`config.mk`:
```
export PLATFORM = sky130hd
export DESIGN_NAME = wb_wide_bridge
export DESIGN_NICKNAME = d
export VERILOG_FILES = /design/src/rtl/wb_wide_bridge_pkg.sv /design/src/rtl/bridge_seq.sv /design/src/rtl/lane_pack.sv /design/src/rtl/lane_select.sv /design/src/rtl/wb_wide_bridge.sv
export SDC_FILE = /design/constraint.sdc
export NUM_CORES = 1
export LEC_CHECK = 0
export CAP_MARGIN = 30
export CELL_PAD_IN_SITES_DETAIL_PLACEMENT = 0
export CELL_PAD_IN_SITES_GLOBAL_PLACEMENT = 1
export CORE_AREA = 4 4 156 158
export CTS_CLUSTER_DIAMETER = 30
export DETAILED_ROUTE_END_ITERATION = 10
export DIE_AREA = 0 0 160 162
export DONT_BUFFER_PORTS = 1
export PLACE_DENSITY = 0.5
export SETUP_SLACK_MARGIN = 0.4
export SLEW_MARGIN = 40
export SYNTH_ARGS = -nofsm -noshare
export SYNTH_HDL_FRONTEND = slang
export SYNTH_SLANG_ARGS = --single-unit
```
`constraint.sdc`:
```
create_clock -name clk -period 1.7 [get_ports clk]
set_input_delay 0.17 -clock clk [delete_from_list [all_inputs] [get_ports clk]]
set_output_delay 0.17 -clock clk [all_outputs]
set_load 0.005 [all_outputs]
```
`src/rtl/wb_wide_bridge_pkg.sv`:
```
package wb_wide_bridge_pkg;
  typedef enum logic [2:0] {
    ST_IDLE  = 3'd0,
    ST_CMD   = 3'd1,
    ST_WDATA = 3'd2,
    ST_RDATA = 3'd3,
    ST_ACK   = 3'd4,
    ST_HOLD  = 3'd5
  } bridge_state_t;
endpackage

```
`src/rtl/bridge_seq.sv`:
```
module bridge_seq
  import wb_wide_bridge_pkg::*;
(
  input  logic clk,
  input  logic rst,
  input  logic req,
  input  logic strobe,
  input  logic req_we,
  input  logic cmd_ready,
  input  logic wd_ready,
  input  logic rd_valid,
  output logic capture,
  output logic rd_take,
  output logic cmd_valid,
  output logic wd_valid,
  output logic rd_ready,
  output logic ack
);
  bridge_state_t state, state_nx;
  logic          we_q;

  always_comb begin
    state_nx = state;
    unique case (state)
      ST_IDLE:  if (req) state_nx = ST_CMD;
      ST_CMD:   if (cmd_ready) state_nx = we_q ? ST_WDATA : ST_RDATA;
      ST_WDATA: if (wd_ready) state_nx = ST_ACK;
      ST_RDATA: if (rd_valid) state_nx = ST_ACK;
      ST_ACK:   state_nx = ST_HOLD;
      ST_HOLD:  if (!strobe) state_nx = ST_IDLE;
      default:  state_nx = ST_IDLE;
    endcase
  end

  always_ff @(posedge clk) begin
    if (rst) begin
      state <= ST_IDLE;
      we_q  <= 1'b0;
    end else begin
      state <= state_nx;
      if (capture) we_q <= req_we;
    end
  end

  assign capture   = (state == ST_IDLE) && req;
  assign rd_take   = (state == ST_RDATA) && rd_valid;
  assign cmd_valid = (state == ST_CMD);
  assign wd_valid  = (state == ST_WDATA);
  assign rd_ready  = (state == ST_RDATA);
  assign ack       = (state == ST_ACK);
endmodule

```
`src/rtl/lane_pack.sv`:
```
module lane_pack #(
  parameter int BUS_DW = 32,
  parameter int NAT_DW = 128,
  localparam int SEL_W  = BUS_DW / 8,
  localparam int RATIO  = NAT_DW / BUS_DW,
  localparam int LANE_W = $clog2(RATIO),
  localparam int MASK_W = NAT_DW / 8
) (
  input  logic [LANE_W-1:0] lane,
  input  logic [SEL_W-1:0]  sel,
  input  logic [BUS_DW-1:0] din,
  output logic [NAT_DW-1:0] dout,
  output logic [MASK_W-1:0] mask
);
  for (genvar i = 0; i < RATIO; i++) begin : g_lane
    assign dout[i*BUS_DW +: BUS_DW] = din;
    assign mask[i*SEL_W +: SEL_W]   = (lane == LANE_W'(i)) ? sel : '0;
  end
endmodule

```
`src/rtl/lane_select.sv`:
```
module lane_select #(
  parameter int BUS_DW = 32,
  parameter int NAT_DW = 128,
  localparam int RATIO  = NAT_DW / BUS_DW,
  localparam int LANE_W = $clog2(RATIO)
) (
  input  logic              clk,
  input  logic              rst,
  input  logic              take,
  input  logic [LANE_W-1:0] lane,
  input  logic [NAT_DW-1:0] din,
  output logic [BUS_DW-1:0] dout
);
  logic [BUS_DW-1:0] lanes [RATIO];

  for (genvar i = 0; i < RATIO; i++) begin : g_split
    assign lanes[i] = din[i*BUS_DW +: BUS_DW];
  end

  always_ff @(posedge clk) begin
    if (rst) dout <= '0;
    else if (take) dout <= lanes[lane];
  end
endmodule

```
`src/rtl/wb_wide_bridge.sv`:
```
module wb_wide_bridge #(
  parameter int BUS_DW = 32,
  parameter int NAT_DW = 128,
  parameter int ADR_W  = 30,
  localparam int SEL_W  = BUS_DW / 8,
  localparam int RATIO  = NAT_DW / BUS_DW,
  localparam int LANE_W = $clog2(RATIO),
  localparam int MASK_W = NAT_DW / 8,
  localparam int NADR_W = ADR_W - LANE_W
) (
  input  logic              clk,
  input  logic              rst,
  input  logic              wb_cyc,
  input  logic              wb_stb,
  input  logic              wb_we,
  input  logic [ADR_W-1:0]  wb_adr,
  input  logic [SEL_W-1:0]  wb_sel,
  input  logic [BUS_DW-1:0] wb_dat_w,
  output logic [BUS_DW-1:0] wb_dat_r,
  output logic              wb_ack,
  output logic              cmd_valid,
  input  logic              cmd_ready,
  output logic              cmd_we,
  output logic [NADR_W-1:0] cmd_addr,
  output logic              wd_valid,
  input  logic              wd_ready,
  output logic [NAT_DW-1:0] wd_data,
  output logic [MASK_W-1:0] wd_mask,
  input  logic              rd_valid,
  output logic              rd_ready,
  input  logic [NAT_DW-1:0] rd_data
);
  logic              capture, rd_take;
  logic [ADR_W-1:0]  adr_q;
  logic [SEL_W-1:0]  sel_q;
  logic [BUS_DW-1:0] dat_q;
  logic              we_q;

  always_ff @(posedge clk) begin
    if (rst) begin
      adr_q <= '0;
      sel_q <= '0;
      dat_q <= '0;
      we_q  <= 1'b0;
    end else if (capture) begin
      adr_q <= wb_adr;
      sel_q <= wb_sel;
      dat_q <= wb_dat_w;
      we_q  <= wb_we;
    end
  end

  bridge_seq u_seq (
    .clk       (clk),
    .rst       (rst),
    .req       (wb_cyc && wb_stb),
    .strobe    (wb_cyc && wb_stb),
    .req_we    (wb_we),
    .cmd_ready (cmd_ready),
    .wd_ready  (wd_ready),
    .rd_valid  (rd_valid),
    .capture   (capture),
    .rd_take   (rd_take),
    .cmd_valid (cmd_valid),
    .wd_valid  (wd_valid),
    .rd_ready  (rd_ready),
    .ack       (wb_ack)
  );

  lane_pack #(.BUS_DW(BUS_DW), .NAT_DW(NAT_DW)) u_pack (
    .lane (adr_q[LANE_W-1:0]),
    .sel  (sel_q),
    .din  (dat_q),
    .dout (wd_data),
    .mask (wd_mask)
  );

  lane_select #(.BUS_DW(BUS_DW), .NAT_DW(NAT_DW)) u_sel (
    .clk  (clk),
    .rst  (rst),
    .take (rd_take),
    .lane (adr_q[LANE_W-1:0]),
    .din  (rd_data),
    .dout (wb_dat_r)
  );

  assign cmd_we   = we_q;
  assign cmd_addr = adr_q[ADR_W-1:LANE_W];
endmodule

```
==> results of run 1 <==
logic make-up (layout without fill, tap and decap cells):
kind of cell | Yosys count | in the layout | share of synthesized area, %
flops | 102 | 102 | 36.9
simple gates | 233 | 233 | 18.8
compound gates | 109 | 109 | 10.2
buf+inv | 169 | 55 | 21.0
mux | 32 | 32 | 13.0
other cells | 0 | 2 | 0
synth_stat cells:
cell type,n,area (um2)
and3_1,4,25.0
nor2b_1,3,18.8
nor3b_1,2,15.0
inv_1,1,3.75
and2_1,13,81.3
or4_4,1,11.3
nor3_1,3,15.0
clkbuf_1,25,93.8
dfxtp_1,102,2040
nand2_1,171,642
o21ai_0,1,5.00
a21oi_1,102,510
o31a_1,1,8.76
o21a_1,1,7.51
buf_6,6,67.6
mux4_2,32,721
buf_1,1,3.75
or3b_2,1,8.76
a211oi_1,2,15.0
nand2_2,30,188
and3b_1,1,8.76
a21o_1,1,7.51
nor2_1,2,7.51
buf_4,124,931
a21boi_2,1,11.3
buf_2,12,60.1
nand4b_1,1,8.76
nor4_2,1,12.5
area by class of cell:
class,count,area [um2]
fill,2515,17000
multi-input combinational,374,2680
sequential,102,2060
timing repair buffer,38,666
tap,290,363
clock buffer,9,225
clock inverter,7,80.1
inverter,1,11.3
antenna,2,5.00
metrics by stage:
step	instances	hold WS [ps]	worst slack, ps	utilization [%]
4_1_cts	814	-147	222	24.5
6_report	823	-125	226	26.3
5_1_grt	823	-143	181	26.3
3_3_place_gp	783	249	208	21.5
2_1_floorplan	645	298	166	-
3_5_place_dp	783	251	164	21.5
cell usage in the layout (no fill, tap or decap), types with 2 or more instances in the layout:
cell	n
a21oi_2	25
buf_12	7
dfxtp_1	97
nand2_1	140
inv_6	2
a21oi_1	77
dfxtp_4	4
diode_2	2
nand2_4	11
buf_16	6
buf_4	8
buf_6	8
nor2b_4	2
mux4_2	32
and2_4	12
bufbuf_16	2
nand2_2	50
clkbuf_16	13
nor3_1	2
inv_8	2
and3_4	4
buf_8	3
worst register-to-register path: stages, from the launching register on:
cell,delay (ps)
dfxtp_4,360
or4_4,580
buf_12,170
buf_16,150
nand2_2,60
a21oi_1,60
layer usage:
layer / share of wire [%] / wire length, um / vias up / global-route usage (%)
li1: - / - / 1784 / -
met1: 33 / 6470 / 1877 / 12.5
met2: 57 / 11100 / 274 / 25.5
met3: 8.3 / 1630 / 16 / 5.05
met4: 1.5 / 295 / 0 / 4.38
met5: 0 / 0 / - / 0
report_power, final:
group          leakage (nW)  total (mW)  internal [mW]  switching [mW]
registers             0.831        3.01           2.62           0.391
logic                 0.964        1.82          0.949           0.869
clock network         0.148        2.20           1.17            1.04
flip-flops by register name, summed over array words and instances (netlist names):
register,flops
u_sel.dout,32
sel_q,4
u_seq.we_q,1
u_seq.state,3
dat_q,32
adr_q,30
path summary, 6_finish.rpt:
path | startpoint | end | slack (ps) | depth (start not counted)
worst min register to register | u_sel.dout[7]$_SDFFE_PP0P_ | u_sel.dout[7]$_SDFFE_PP0P_ | 480 | 2
worst max register to register | u_seq.state[0]$_SDFFE_PP0P_ | adr_q[4]$_SDFFE_PP0P_ | 230 | 5
worst max-delay path | u_seq.state[0]$_SDFFE_PP0P_ | adr_q[4]$_SDFFE_PP0P_ | 230 | 5
worst min-delay path | rst | sel_q[0]$_SDFFE_PP0P_ | -120 | 1
repair_timing:
action                                 CTS  global route
buffers inserted                        10             2
gates cloned                             5             5
resized for setup                       47            85
endpoints found under the hold margin  102           102
pin swaps                               27            31
setup endpoints to repair              121           122
==> flow_metrics.py, run 1 <==
metrics = {
    "worst_setup_path": {
        "cp-start-kind": "flop",
        "cp_max_fo": 7,
        "max_stage_delay_ps": 580,
        "critPathTopFamily": "simple AND/OR/NAND/NOR gates",
        "endpoint_kind": "flop",
        "crit_slowest_cell": "or4_4",
        "critical_path_arrival_ps": 1720,
        "cp.required_ps": 1950,
        "worstSetupPathType": "flop to flop",
        "crit_chain": "or4_4 -> buf_12 -> buf_16 -> nand2_2 -> a21oi_1",
        "crit_buf_inv": 2,
    },
    "global_route": {
        "grtUsageTotal_pct": 13.1,
        "grt_pass1_vias": 4159,
        "grt_pass1_wl_um": 25900,
        "antenna_found_initial": 2,
        "grt_max_degree": 103,
        "gr-total-overflow": 0,
    },
    "drt": {
        "dr.pass1.iters": 4,
        "wire_per_inst_um": 23.7,
        "ant_nets": 0,
        "wirelength_um": 19500,
        "viasPerCell": 4.80,
        "vias": 3951,
        "drtIter0Drc": 238,
        "drc": 0,
    },
    "synth": {
        "ys_ff_latch": 102,
        "yosysUniqueCellTypes": 28,
        "netlist_area_um2": 5530,
        "syn-instance-count": 645,
        "synth-seq-area-share_pct": 36.9,
        "syn_area_per_cell_um2": 8.57,
        "ys_warn_count": 0,
        "synth_fp_nets": 847,
    },
    "timing": {
        "rsz0062_at_grt": "yes",
        "whs_ps": -125,
        "fin_crit_ps": 1470,
        "fmax_ghz": 0.678,
        "finalSetupTns_ps": 0,
        "finalCritPeriodShare_pct": 86.7,
        "setup_viol": 0,
        "hold_viol_final": 102,
        "drv_slew": 0,
        "slew_headroom_pct": 72.3,
        "tightest_slew_ps": 415,
        "skew_ps": 12.1,
    },
    "cts": {
        "clock-sinks": 102,
        "path_clk_slew_ps": 80,
        "cts-root-buf": "clkbuf_16",
        "clkLatencyLatePin_ps": 350,
        "ctsLongestPathBuffers": 2,
        "numCtsBuffers": 9,
        "htree_levels": 3,
        "cts_tree": "yes",
    },
    "layout": {
        "nets": 728,
        "layout-area-overhead-vs-synth_pct": 10.2,
        "design_area_um2": 6090,
        "layout-drive-gt1-share_pct": 39.0,
    },
    "place": {
        "place_congestion": 0.743,
        "place_hpwl_um": 13300,
        "placed_area_um2": 4960,
        "portBuffers": 0,
    },
    "flow_run": {
        "drv_cap": 0,
    },
    "floorplan": {
        "row_count": 56,
        "die_h_um": 162,
        "dieWidth_um": 160,
        "start_util_pct": 23.9,
        "dieArea_um2": 25900,
        "core_area_um2": 23100,
        "ioPinCount": 411,
    },
    "pwr": {
        "powerDensity_nw_per_um2": 1150,
        "peakVddDrop_uv": 489,
        "total_power_mw": 7.03,
        "p_leak_nw": 1.94,
    },
    "hold_path": {
        "min_path_type": "primary input to flop",
    },
    "outcome": {
        "violations": "hold timing",
        "status": "complete, but fails checks",
    },
}
(Power assumes the default switching activity.)
==> run 2: changes to the inputs <==
Settings changed: ABC_AREA from default to 0, PLACE_DENSITY 0.5 to default, PLACE_DENSITY_LB_ADDON from default to 0.1.
==> run 2 against run 1 <==
The run still ends with hold timing left. Global-route usage up 1.1 points. Clock power grew 2%. Routed wire length increased by 5.3%. Largest cell class unchanged. Largest power group unchanged.
==> flow_metrics.py, run 2 (synthesis gave the netlist of run 1 again) <==
metrics = {
    "worst_setup_path": {
        "cp-start-kind": "flop",
        "endpoint_kind": "flop",
        "cp_max_fo": 8,
        "r2r_slack_ps": 200,
        "worstSetupPathType": "flop to flop",
        "crit_slowest_cell": "dfxtp_4",
        "crit_start": "u_seq.state[0]$_SDFFE_PP0P_",
        "r2r_start": "u_seq.state[0]$_SDFFE_PP0P_",
        "cp.required_ps": 1980,
        "crit_chain": "buf_6 -> nor4_4 -> buf_6 -> buf_6 -> buf_12 -> buf_16 -> nand2_1 -> a21oi_1",
        "critical_path_arrival_ps": 1790,
        "max_stage_delay_ps": 350,
        "worst_path_most_repeated_cell": "buf_6",
    },
    "timing": {
        "tightest_slew_ps": 313,
        "drv_slew": 0,
        "finalCritPeriodShare_pct": 88.4,
        "slew_headroom_pct": 79.1,
        "fin_crit_ps": 1500,
        "skew_ps": 11.7,
        "rsz0062_at_grt": "yes",
        "fmax_ghz": 0.665,
        "finalSetupTns_ps": 0,
        "hold_viol_final": 95,
        "whs_ps": -104,
        "setup_viol": 0,
    },
    "global_route": {
        "grtUsageTotal_pct": 14.2,
        "grt_max_degree": 103,
        "antenna_found_initial": 2,
        "grt_pass1_vias": 4084,
        "gr-total-overflow": 0,
        "grt_pass1_wl_um": 27700,
    },
    "pwr": {
        "p_leak_nw": 2.15,
        "peakVddDrop_uv": 347,
        "internal_power_mw": 5.01,
        "p_comb_share_pct": 29.1,
        "powerDensity_nw_per_um2": 1150,
        "p_switching_mw": 2.36,
        "p_clk_share_pct": 30.5,
        "power_frac_seq_pct": 40.4,
        "p_sw_share_pct": 32.0,
    },
    "drt": {
        "wire_per_inst_um": 24.6,
        "vias": 4067,
        "drc": 0,
        "drtIter0Drc": 161,
        "viasPerCell": 4.86,
        "dr.pass1.iters": 4,
        "wirelength_um": 20600,
        "ant_nets": 0,
    },
    "outcome": {
        "violations": "hold timing",
        "status": "complete, but fails checks",
    },
    "cts": {
        "htree_levels": 3,
        "ctsLongestPathBuffers": 2,
        "cts_tree": "yes",
        "cts-root-buf": "clkbuf_16",
        "path_clk_slew_ps": 80,
        "clkLatencyLatePin_ps": 350,
        "numCtsBuffers": 9,
        "clock-sinks": 102,
    },
    "layout": {
        "nets": 742,
        "largestRegisters": "dat_q (32), u_sel.dout (32), adr_q (30)",
        "layout-drive-gt1-share_pct": 42.8,
        "final_common_cell": "nand2_1",
        "final_core_util_pct": 27.8,
        "layout_common_cells": "134 x nand2_1, 97 x dfxtp_1, 63 x a21oi_1, 52 x nand2_2, 39 x a21oi_2",
        "fillers": 2483,
        "layout-area-overhead-vs-synth_pct": 16.1,
    },
    "floorplan": {
        "ioPinCount": 411,
        "core_area_um2": 23100,
        "die_h_um": 162,
        "row_count": 56,
        "start_util_pct": 23.9,
        "dieArea_um2": 25900,
        "dieWidth_um": 160,
    },
    "flow_run": {
        "drv_cap": 0,
    },
    "place": {
        "place_hpwl_um": 11700,
        "place_congestion": 0.715,
        "portBuffers": 0,
    },
    "hold_path": {
        "min-delay-start": "rst",
        "min_path_type": "primary input to flop",
    },
}
==> run 2: cell types whose count changed in the layout (fill, tap and decap cells not counted), sizes merged <==
cell      change
bufbuf        -2
clkbuf        +5
buf          +13
diode         -1
clkinvlp      -1
inv           -1
==> run 2: final timing paths <==
check                                              end  cells past startpoint
worst max-delay path            adr_q[25]$_SDFFE_PP0P_                      8
worst max register to register  adr_q[25]$_SDFFE_PP0P_                      8
worst min-delay path            adr_q[29]$_SDFFE_PP0P_                      1
worst min register to register  adr_q[16]$_SDFFE_PP0P_                      2
==> run 2: layout make-up <==
type                            instances  area [um2]  share of cell area, %
Antenna cell                            1        2.50                 0.0390
Clock inverter                          5        65.1                   1.01
Clock buffer                           11         253                   3.94
Timing Repair Buffer                   52         927                   14.4
Inverter                                1        3.75                 0.0584
Tap cell                              290         363                   5.65
Multi-Input combinational cell        374        2750                   42.8
Sequential cell                       102        2060                   32.1
==> run 2: power by group through the flow <==
stage,registers [mW],logic (mW),clock network [mW]
after floorplan,2.84,1.56,0
after global placement,3.02,1.18,0
after detailed placement,3.02,1.20,0
after CTS,2.98,1.79,2.37
after global routing,3.03,2.33,2.44
final,2.97,2.15,2.25
==> run 2: critical path, delay by kind of cell (launching register included) <==
family          cells  cell delay, ps
compound gates      1             100
buf+inv             5             630
flops               1             350
simple gates        2             350
==> run 2: timing repair <==
| item | 4_1_cts | 5_1_grt |
|---|---|---|
| cloned | 12 | 7 |
| setup buffers | 14 | 6 |
| endpoints found under the setup margin | 122 | 122 |
| gates resized for setup | 40 | 110 |
| hold endpoints to repair | 102 | 102 |
| pin swaps | 8 | 59 |
==> run 2: layer usage <==
layer	part of all wire [%]	global-route usage [%]	vias up
li1	-	-	1819
met1	42	18.0	1982
met2	48	23.1	239
met3	8.6	4.67	23
met4	1.5	4.30	4
met5	0.16	0	-
==> run 2: per-stage QoR <==
stage | power [mW] | setup WS [ps] | cell area (um2) | std cells | hold slack (ps)
after floorplan | 4.40 | 166 | 5600 | 645 | 298
after global placement | 4.20 | 199 | 4930 | 780 | 249
after detailed placement | 4.22 | 168 | 4930 | 780 | 254
after CTS | 7.13 | 209 | 5820 | 822 | -146
after global routing | 7.80 | 137 | 6420 | 835 | -140
final | 7.37 | 197 | 6420 | 836 | -104
